==> src/rtl/esb_pkg.sv <==
package esb_pkg;

  typedef enum logic [2:0] {
    OP_NONE,
    OP_EOI,
    OP_GET,
    OP_SET,
    OP_TRIG,
    OP_INJECT
  } esb_op_e;

  // Bit 1 = P (pending), bit 0 = Q (queued)
  typedef logic [1:0] pq_t;

  function automatic pq_t pq_after_trigger(pq_t s);
    return (s == 2'b00) ? 2'b10 : 2'b11;
  endfunction

  function automatic logic trigger_fires(pq_t s);
    return s == 2'b00;
  endfunction

  function automatic pq_t pq_after_eoi(pq_t s);
    return s[0] ? 2'b10 : 2'b00;
  endfunction

  function automatic esb_op_e decode_offset(logic is_store, logic [11:0] off);
    esb_op_e op;
    if (!is_store) begin
      if (!off[11])                op = OP_EOI;
      else if (off[11:10] == 2'b10) op = OP_GET;
      else                          op = OP_SET;
    end else begin
      case (off[11:10])
        2'b00:   op = OP_TRIG;
        2'b01:   op = OP_EOI;
        2'b10:   op = OP_INJECT;
        default: op = OP_NONE;
      endcase
    end
    return op;
  endfunction

endpackage

==> src/rtl/esb_addr_decode.sv <==
module esb_addr_decode
  import esb_pkg::*;
#(
  parameter int ADDR_W     = 20,
  parameter int PAGE_SHIFT = 12,
  parameter int NUM_DESC   = 8,
  parameter logic [NUM_DESC-1:0] DESC_VALID = '1,
  localparam int IDX_W = (NUM_DESC > 1) ? $clog2(NUM_DESC) : 1
) (
  input  logic [ADDR_W-1:0] addr,
  input  logic              is_store,
  input  logic [3:0]        size,
  output logic [IDX_W-1:0]  idx,
  output logic              esc,
  output esb_op_e           op,
  output logic [1:0]        set_val,
  output logic              ok
);
  localparam logic [ADDR_W-1:0] NUM_DESC_A = ADDR_W'(NUM_DESC);

  logic [ADDR_W-1:0] idx_full;
  logic [11:0]       off;
  logic              desc_ok;

  assign idx_full = addr >> (PAGE_SHIFT + 1);
  assign idx      = idx_full[IDX_W-1:0];
  assign esc      = addr[PAGE_SHIFT];
  assign off      = addr[11:0];
  assign set_val  = off[9:8];
  assign op       = decode_offset(is_store, off);
  assign desc_ok  = (idx_full < NUM_DESC_A) && DESC_VALID[idx];
  assign ok       = desc_ok && (size == 4'd8) && (op != OP_NONE) &&
                    !(op == OP_INJECT && esc);
endmodule

==> src/rtl/esb_pq_alu.sv <==
module esb_pq_alu
  import esb_pkg::*;
(
  input  esb_op_e     op,
  input  pq_t         old_pq,
  input  logic [1:0]  set_val,
  output pq_t         new_pq,
  output logic        fire,
  output logic [63:0] rdata
);
  always_comb begin
    new_pq = old_pq;
    fire   = 1'b0;
    rdata  = 64'd0;
    case (op)
      OP_EOI: begin
        new_pq = pq_after_eoi(old_pq);
        fire   = old_pq[0];
        rdata  = {63'd0, old_pq[0]};
      end
      OP_GET:  rdata = {62'd0, old_pq};
      OP_SET: begin
        new_pq = set_val;
        rdata  = {62'd0, old_pq};
      end
      OP_TRIG: begin
        new_pq = pq_after_trigger(old_pq);
        fire   = trigger_fires(old_pq);
      end
      OP_INJECT: fire = 1'b1;
      default: ;
    endcase
  end
endmodule

==> src/rtl/esb_state_array.sv <==
module esb_state_array
  import esb_pkg::*;
#(
  parameter int NUM_DESC = 8,
  localparam int IDX_W = (NUM_DESC > 1) ? $clog2(NUM_DESC) : 1
) (
  input  logic                  clk,
  input  logic                  rst_n,
  input  logic [IDX_W-1:0]      idx,
  input  logic                  esc,
  input  logic                  wr_en,
  input  pq_t                   wr_pq,
  output pq_t                   rd_pq,
  output logic [NUM_DESC*4-1:0] state_flat
);
  pq_t pq_q [NUM_DESC][2];

  for (genvar d = 0; d < NUM_DESC; d++) begin : g_desc
    for (genvar e = 0; e < 2; e++) begin : g_pair
      always_ff @(posedge clk) begin
        if (!rst_n)
          pq_q[d][e] <= 2'b00;
        else if (wr_en && (idx == IDX_W'(d)) && (esc == e[0]))
          pq_q[d][e] <= wr_pq;
      end
      assign state_flat[d*4 + e*2 +: 2] = pq_q[d][e];
    end
  end

  assign rd_pq = pq_q[idx][esc];
endmodule

==> src/rtl/esb_page_handler.sv <==
module esb_page_handler
  import esb_pkg::*;
#(
  parameter int ADDR_W     = 20,
  parameter int PAGE_SHIFT = 12,
  parameter int NUM_DESC   = 8,
  parameter logic [NUM_DESC-1:0] DESC_VALID = 8'hBF,
  localparam int IDX_W = (NUM_DESC > 1) ? $clog2(NUM_DESC) : 1
) (
  input  logic              clk,
  input  logic              rst_n,
  input  logic              req_valid,
  input  logic              req_write,
  input  logic [ADDR_W-1:0] req_addr,
  input  logic [3:0]        req_size,
  output logic              rsp_valid,
  output logic [63:0]       rsp_data,
  output logic              notify,
  output logic [IDX_W-1:0]  notify_idx,
  output logic              notify_esc
);
  if (PAGE_SHIFT != 12 && PAGE_SHIFT != 16) begin : g_bad_shift
    $error("esb_page_handler: PAGE_SHIFT must be 12 or 16");
  end

  logic [IDX_W-1:0]      acc_idx;
  logic                  acc_esc;
  esb_op_e               op;
  logic [1:0]            set_val;
  logic                  acc_ok;
  pq_t                   old_pq;
  pq_t                   new_pq;
  logic                  alu_fire;
  logic [63:0]           alu_rdata;
  logic                  wr_en;
  logic                  fire_now;
  logic [NUM_DESC*4-1:0] state_flat;

  esb_addr_decode #(
    .ADDR_W(ADDR_W), .PAGE_SHIFT(PAGE_SHIFT),
    .NUM_DESC(NUM_DESC), .DESC_VALID(DESC_VALID)
  ) u_dec (
    .addr(req_addr), .is_store(req_write), .size(req_size),
    .idx(acc_idx), .esc(acc_esc), .op(op), .set_val(set_val), .ok(acc_ok)
  );

  esb_state_array #(.NUM_DESC(NUM_DESC)) u_arr (
    .clk(clk), .rst_n(rst_n), .idx(acc_idx), .esc(acc_esc),
    .wr_en(wr_en), .wr_pq(new_pq), .rd_pq(old_pq), .state_flat(state_flat)
  );

  esb_pq_alu u_alu (
    .op(op), .old_pq(old_pq), .set_val(set_val),
    .new_pq(new_pq), .fire(alu_fire), .rdata(alu_rdata)
  );

  assign wr_en    = req_valid && acc_ok && (new_pq != old_pq);
  assign fire_now = req_valid && req_write && acc_ok && alu_fire;

  always_ff @(posedge clk) begin
    if (!rst_n) begin
      rsp_valid  <= 1'b0;
      rsp_data   <= '0;
      notify     <= 1'b0;
      notify_idx <= '0;
      notify_esc <= 1'b0;
    end else begin
      rsp_valid <= req_valid && !req_write;
      if (req_valid && !req_write)
        rsp_data <= acc_ok ? alu_rdata : '1;
      notify <= fire_now;
      if (fire_now) begin
        notify_idx <= acc_idx;
        notify_esc <= acc_esc;
      end
    end
  end
endmodule

==> config.mk <==
export PLATFORM = sky130hd
export DESIGN_NAME = esb_page_handler
export DESIGN_NICKNAME = d
export VERILOG_FILES = /design/src/rtl/esb_pkg.sv /design/src/rtl/esb_addr_decode.sv /design/src/rtl/esb_pq_alu.sv /design/src/rtl/esb_state_array.sv /design/src/rtl/esb_page_handler.sv
export SDC_FILE = /design/constraint.sdc
export NUM_CORES = 1
export LEC_CHECK = 0
export ABC_CLOCK_PERIOD_IN_PS = 2320
export BUFFER_PORTS_ARGS = -buffer_cell sky130_fd_sc_hd__buf_2
export CAP_MARGIN = 10
export CORE_MARGIN = 3
export CORE_UTILIZATION = 47
export DETAILED_ROUTE_END_ITERATION = 8
export PLACE_DENSITY_LB_ADDON = 0.05
export REMOVE_ABC_BUFFERS = 1
export SYNTH_ARGS = -nofsm -noshare
export SYNTH_HDL_FRONTEND = slang
export SYNTH_SLANG_ARGS = --single-unit
==> constraint.sdc <==
create_clock -name clk -period 2.32 [get_ports clk]
set_input_delay 0 -clock clk [delete_from_list [all_inputs] [get_ports clk]]
set_output_delay 0 -clock clk [all_outputs]
set_load 0.02 [all_outputs]
==> results.md, run 1 <==
* Outcome: finished with violations
* Global route total overflow at 0
* Peak VDD IR at 0.3277 mV
* Routed length per instance at 18.67 microns
* Crit Path Class: flip-flop to flip-flop
* Met2 Use GR at 33.71%
* End-of-flow core utilization at 62.18%
* Sequential Area at 1141 sq um
* Top Usage Layer GRT: met2
* Final WL at 8160 microns
* Clock skew at 0.004394 ns
* CTS tree: yes
* Library cells used by synthesis at 53
* Vias in the first global route at 2,224
* Worst Hold Class: primary input to flip-flop
* Cell leakage power at 1.744 nW
* Min Hold Slack at 0.1303 ns
* First-pass iteration count of the detailed router at 4
* IO buf count at 89
* Die area at 7416 sq um
* Post-Layout Cell Count at 437
* Met1 Track Usage GR at 31.82%
* Ant diodes at 0
* # H-tree levels at 2
* Ys async rst share at 0%
* Area Overhead vs Synth at 24.93%
* Initial DRC count at 137
* Detail Route Antenna Nets at 0
* Dpl hpwl at 5941 microns
* Die span in x at 86.12 microns
* Final setup violation count at 21
* TNS Setup at -1.090 ns
* Layout cells sized above 1 at 52.76%
* Final Instance Area at 3769 sq um
* Footprint of the multi-input gates at 1551 sq um
* Gr usage total at 21.60%
* Total power at 2.195 mW
* Clock root cell: clkbuf_8
* Clock slew at reported path FFs at 0.08 ns
* FP Rows at 28
* Syn avg cell area at 10.30 sq um
* Worst Setup End Kind: flip-flop
* Initial antenna violation count at 0
* Largest net degree at the start of global routing at 63
* Yosys reg bits at 41
* Warnings, synthesis at 0
* Place WS at -0.4399 ns
* Startpoint types: flip-flop
* Core ar. at 6061 sq um
* CP arrival at 2.37 ns
* Clock Path Buffers at 2
* Fin crit share at 103.1%
* Hold_buf cts at 0
* Post-Synthesis Cells at 293
* DR vias/cell at 5.382
* Failing checks: setup timing
* Placed Area at 3339 sq um
* First-pass GRT wire length at 12,250 microns
* Synth Flop Type: edfxtp_1
* Max cap viols at 0
* Nets at 393
* Met3 Use GR at 3.362%
* TritonCTS Sinks at 41
* Number of CTS-inserted buffers at 5
* Fill cell count at 541
* Post-route DRC at 0
* Fin. Hold Viols at 0
* Worst-path maximum fanout at 8
* RSZ-0062 raised after global routing: true
* PwrDens at 582.3 nW/um^2
* Num ports at 98
* Max Slew Vio Count at 0
* Worst EP required at 2.30 ns
* Register area share after synthesis at 37.83%
* Routability cong. at 0.8762
* Rel. slew slack at 58.92%
* Post-synth EDFFs at 32
* Post-route minimum period at 2.391 ns
* Slew @ Worst Pin at 0.6161 ns
* Vias at 2,352
* Die Y at 86.12 microns
* Worst skew pair latency at 0.30 ns
* Setup ws final at -0.07121 ns
* Inst Count DP at 426
* Synthesized area at 3017 sq um
* Initial Util at 49.77%
* Fmax at 418.2 MHz
area by class of cell:
type / count / area share, %
clock buffers: 5 / 1.826
clock inverters: 3 / 1.726
inverters: 7 / 0.6972
multi-input cells: 170 / 41.17
flip-flops and latches: 41 / 30.28
well taps: 75 / 2.490
repair buffers: 136 / 21.81
worst max-delay path, stage by stage, from the launching register on:
cell	delay, ns
edfxtp_1	0.38
mux4_2	0.51
nand2_2	0.12
nand4_4	0.14
a311oi_4	0.32
nor4b_4	0.08
buf_6	0.18
o41ai_4	0.34
synth_stat cells (3+ instances only):
cell type	n	area (sq um)
a21oi_1	7	35.03
a22oi_1	3	22.52
and2_1	4	25.02
buf_2	6	30.03
buf_4	62	465.5
buf_6	5	56.30
clkbuf_1	3	11.26
dfxtp_1	9	180.2
edfxtp_1	32	960.9
ha_1	4	50.05
inv_1	6	22.52
mux2i_1	10	100.1
mux4_2	4	90.09
nand2_1	20	75.07
nand3_1	13	65.06
nor2_1	11	41.29
nor2b_1	7	43.79
nor3_1	18	90.09
nor3b_1	7	52.55
nor4_1	7	43.79
o21ai_0	6	30.03
o41ai_1	4	35.03
o41ai_2	10	162.7
layout by cell type, fill, tap and decap left out, drive strengths merged, types with 3 or more instances in the layout:
master	n
nand3	13
conb	4
ha	4
o21ai	6
nor2	12
inv	6
and2	4
clkbuf	5
mux2i	10
nor3b	7
nor4	7
dfxtp	9
nand2	20
nor3	18
nor2b	7
nor4b	3
edfxtp	32
a22oi	4
a21oi	7
mux4	4
o41ai	14
buf	136
power breakdown:
group	total (mW)	internal (mW)	switching (mW)	leakage (nW)
Clock	0.686	0.428	0.259	0.0681
Sequential	0.826	0.815	0.0104	0.402
Combinational	0.683	0.249	0.434	1.27
cells by family (layout without fill, tap and decap cells):
group | after synthesis | after routing | share of synthesized area (%)
adders and majority gates | 4 | 4 | 1.659
muxes | 15 | 15 | 6.678
other | 1 | 4 | 0.1243
DFF | 41 | 41 | 37.83
and+or+nand+nor | 101 | 101 | 19.08
AOI/OAI and AO/OA | 46 | 46 | 14.85
buffers and inverters | 85 | 151 | 19.78
registers in the layout, summed over array words and instances (netlist names):
register / cells
notify_esc: 1
rsp_valid: 1
notify_idx: 3
rsp_data: 3
notify: 1
u_arr.pq_q: 32
layer usage:
metal,up-vias,part of all wire (%)
met5,-,0
met3,10,5.1
met2,54,50
met1,1131,44
li1,1157,-
met4,0,1.1
final timing paths:
| kind | from | end | slack (ns) | cells past startpoint |
|---|---|---|---|---|
| setup / recovery | u_arr.pq_q[2][3] | u_arr.pq_q[5][3] | -0.07 | 7 |
| hold / removal | req_addr[15] | notify_idx[2] | 0.13 | 3 |
| setup reg to reg | u_arr.pq_q[2][3] | u_arr.pq_q[5][3] | -0.07 | 7 |
| hold reg to reg | notify_idx[2] | notify_idx[2] | 0.48 | 2 |
what timing repair did:
action / in CTS / in global routing
resized for setup: 16 / 22
setup endpoints to repair: 35 / 38
buffers inserted: 3 / 2
cloned: 0 / 0
pin swaps: 12 / 13
hold endpoints to repair: 0 / 0
(Power assumes the default switching activity.)
==> inputs of run 2 (changes only) <==
Settings changed: CORE_UTILIZATION 47 to 52, RECOVER_POWER set to 50, SYNTH_HIERARCHICAL set to 1.
==> run 2 against run 1 <==
Against the previous run: the run still ends with setup timing left; clock-buffer cell count rose by 6; non-clock buffer count rose by 5; wire length rose by 43%; critical path depth rose by 5; power rose by 65%.
==> results.md, run 2 <==
* Initial antenna violation count at 0 (unchanged)
* Detail Route Antenna Nets at 0 (unchanged)
* DR vias/cell at 5.330 (-0.97%)
* Nets at 624 (+59%)
* Peak VDD IR at 0.3294 mV (+0.50%)
* Clock Path Buffers at 2 (unchanged)
* Syn avg cell area at 11.04 sq um (+7.2%)
* Min Hold Slack at 0.05013 ns (-0.08016 ns)
* Most common cell after layout, fill and taps aside: dfxtp_1
* # H-tree levels at 3 (+1)
* Slowest cell delay on critical path at 0.48 ns (-0.03 ns)
* Share of the synthesized area in the top cell type at 25.75% (-6.1 points)
* CP Depth at 12 (+5)
* Area Overhead vs Synth at 14.26%
* XOR/XNOR share of the synthesized area at 0.3219% (+0.32 points)
* RSZ-0062 raised after global routing: true
* Library cells used by synthesis at 40 (-25%)
* Outcome: finished with violations
* Inst Count DP at 705 (+65%)
* Ys async rst share at 0% (unchanged)
* Gr usage total at 20.38% (-1.2 points)
* Largest family of logic cells by synthesized area: simple AND/OR/NAND/NOR gates
* RR Startpoint: u_arr/pq_q[2][2]
* Ant diodes at 0 (unchanged)
* Fmax at 351.1 MHz (-16%)
* Layout cells sized above 1 at 22.24% (-31 points)
* Cell leakage power at 2.869 nW (+65%)
* Hold Startpoint: req_addr[12]
* Cell depth of the worst flop-to-flop path at 12 (+5)
* Vias in the first global route at 3,824 (+72%)
* FP Rows at 36 (+29%)
* Max reg flops at 64 (+100%)
* CP cell instances: mux4_2 > a22oi_2 > nand3_2 > nor4bb_1 > a21oi_1 > nand3_1 > xnor2_1 > a21oi_2 > buf_6 > nand3b_1 > buf_6 > o21ai_4
* Synth Flop Type: dfxtp_1
* Failing checks: setup timing
* Global route total overflow at 0 (unchanged)
* Top reg by flops: rsp_data
* CP dominant cell by count: buf_6
* TNS Setup at -27.01 ns (-25.92 ns)
* Place WS at -0.8018 ns (-0.3619 ns)
* Post-Synth Adder-Cell Area at 0.6898% (-0.97 points)
* Startpoint types: flip-flop
* Warnings, synthesis at 6 (+6)
* Routability cong. at 0.8236 (-6.0%)
* Worst Setup End Kind: flip-flop
* CP Launch Point: u_arr/pq_q[2][2]
* Post-Layout Cell Count at 731 (+67%)
* Largest cells by area after synthesis: dfxtp_1, edfxtp_1, nand4bb_1
* Die area at 11,730 sq um (+58%)
* Post-synthesis simple-gate area fraction at 22.03% (+2.9 points)
* CP max-delay cell: mux4_2
* Die span in x at 108.3 microns (+26%)
* Num ports at 98 (unchanged)
* Most frequent cells in the layout: dfxtp_1, clkbuf_1, nand4bb_1, o211a_1, conb_1
* Top post-synthesis cells by count: buf_4, dfxtp_1, nand4bb_1, o211a_1, nor2_1
* Core ar. at 9955 sq um (+64%)
* PwrDens at 580.9 nW/um^2 (-0.25%)
* Buf+Inv Stages, Crit Path at 2 (+1)
* Hold_buf cts at 0 (unchanged)
* Vias at 3,896 (+66%)
* Total power at 3.612 mW (+65%)
* Worst-path maximum fanout at 6 (-2)
* Initial DRC count at 238 (+74%)
* Hold path cells at 4 (+1)
* CP arrival at 2.93 ns (+0.56 ns)
* Largest net degree at the start of global routing at 66 (+4.8%)
* Final setup violation count at 65 (+210%)
* Yosys reg bits at 102 (+150%)
* Fin. Hold Viols at 0 (unchanged)
* Dpl hpwl at 7599 microns (+28%)
* Clock skew at 0.01059 ns (+0.006194 ns)
* First-pass iteration count of the detailed router at 4 (unchanged)
* Clock root cell: clkbuf_8
* Regs by FF count: rsp_data (64), u_arr/pq_q (32), notify_idx (3)
* First-pass GRT wire length at 18,840 microns (+54%)
* Number of CTS-inserted buffers at 9 (+4)
* Worst EP required at 2.40 ns (+0.10 ns)
* Post-route minimum period at 2.848 ns (+0.4569 ns)
* Worst skew pair latency at 0.36 ns (+0.06 ns)
* Register area share after synthesis at 43.41% (+5.6 points)
* Die Y at 108.3 microns (+26%)
* Post-synth top area cell: dfxtp_1
* Routed length per instance at 15.96 microns (-15%)
* Post-route DRC at 0 (unchanged)
* Final Instance Area at 6217 sq um (+65%)
* Worst Hold Class: primary input to flip-flop
* Largest delay contributor family on the critical path: compound AO/OA/AOI/OAI gates
* Initial Util at 54.66% (+4.9 points)
* End-of-flow core utilization at 62.46% (+0.28 points)
* Max Slew Vio Count at 0 (unchanged)
* Mux share of post-synthesis cell area at 4.438% (-2.2 points)
* Final WL at 11,670 microns (+43%)
* Post-synth EDFFs at 32 (unchanged)
* Synthesized area at 5441 sq um (+80%)
* Rel. slew slack at 42.99% (-16 points)
* Placed Area at 5848 sq um (+75%)
* Setup ws final at -0.5281 ns (-0.4569 ns)
* TritonCTS Sinks at 102 (+150%)
* Max cap viols at 0 (unchanged)
* Clock slew at reported path FFs at 0.10 ns (+0.02 ns)
* Synth Area in Compound Gates at 14.79% (-0.064 points)
* Post-Synthesis Cells at 493 (+68%)
* CTS tree: yes
* Crit Path Class: flip-flop to flip-flop
* IO buf count at 89 (unchanged)
* Fin crit share at 122.8% (+20 points)
* Slew @ Worst Pin at 0.8552 ns (+0.2390 ns)
## run 2: metal layers
layer	up-vias	share of wire [%]	global-route usage, %
met3	10	4.5	4.896
met1	1918	44	25.07
met5	-	0	0
li1	1894	-	-
met2	74	51	34.72
met4	0	1.3	7.665
## run 2: kinds of logic after synthesis
logic type	after synthesis
AND/OR/NAND/NOR	163
adder cells (fa/ha/maj)	3
multiplexers	13
buffers and inverters	118
AO/OA/AOI/OAI	91
XOR/XNOR	2
flip-flops	102
other	1
## run 2: area by class of cell
class	instances	area, sq um
inverter	5	18.77
clock inverter	5	35.03
clock buffer	11	141.4
multi-input combinational	334	2723
fill	870	3737
timing repair buffer	141	770.7
sequential	102	2362
tap	133	166.4
## run 2: repair_timing
item                                    CTS  global route
pin swaps                                19             9
endpoints found under the setup margin   68            68
setup buffers                             7             3
resized for setup                        52            14
## run 2: worst paths after layout
path	end	slack [ns]
max	u_arr/pq_q[4][1]	-0.53
min reg2reg	notify_idx[0]	0.47
max reg2reg	u_arr/pq_q[4][1]	-0.53
min	notify_esc	0.05
## run 2: worst reg2reg max path, cell delays in order (launching register included)
cell and delay, ns:
edfxtp_1 0.38, mux4_2 0.48, a22oi_2 0.19, nand3_2 0.13, nor4bb_1 0.16, a21oi_1 0.12, nand3_1 0.13, xnor2_1 0.16
a21oi_2 0.16, buf_6 0.14, nand3b_1 0.18, buf_6 0.19, o21ai_4 0.14
## run 2: report_power, final
group	switching (mW)	internal (mW)
Combinational	0.351	0.259
Clock	0.610	0.418
Sequential	0.0445	1.93
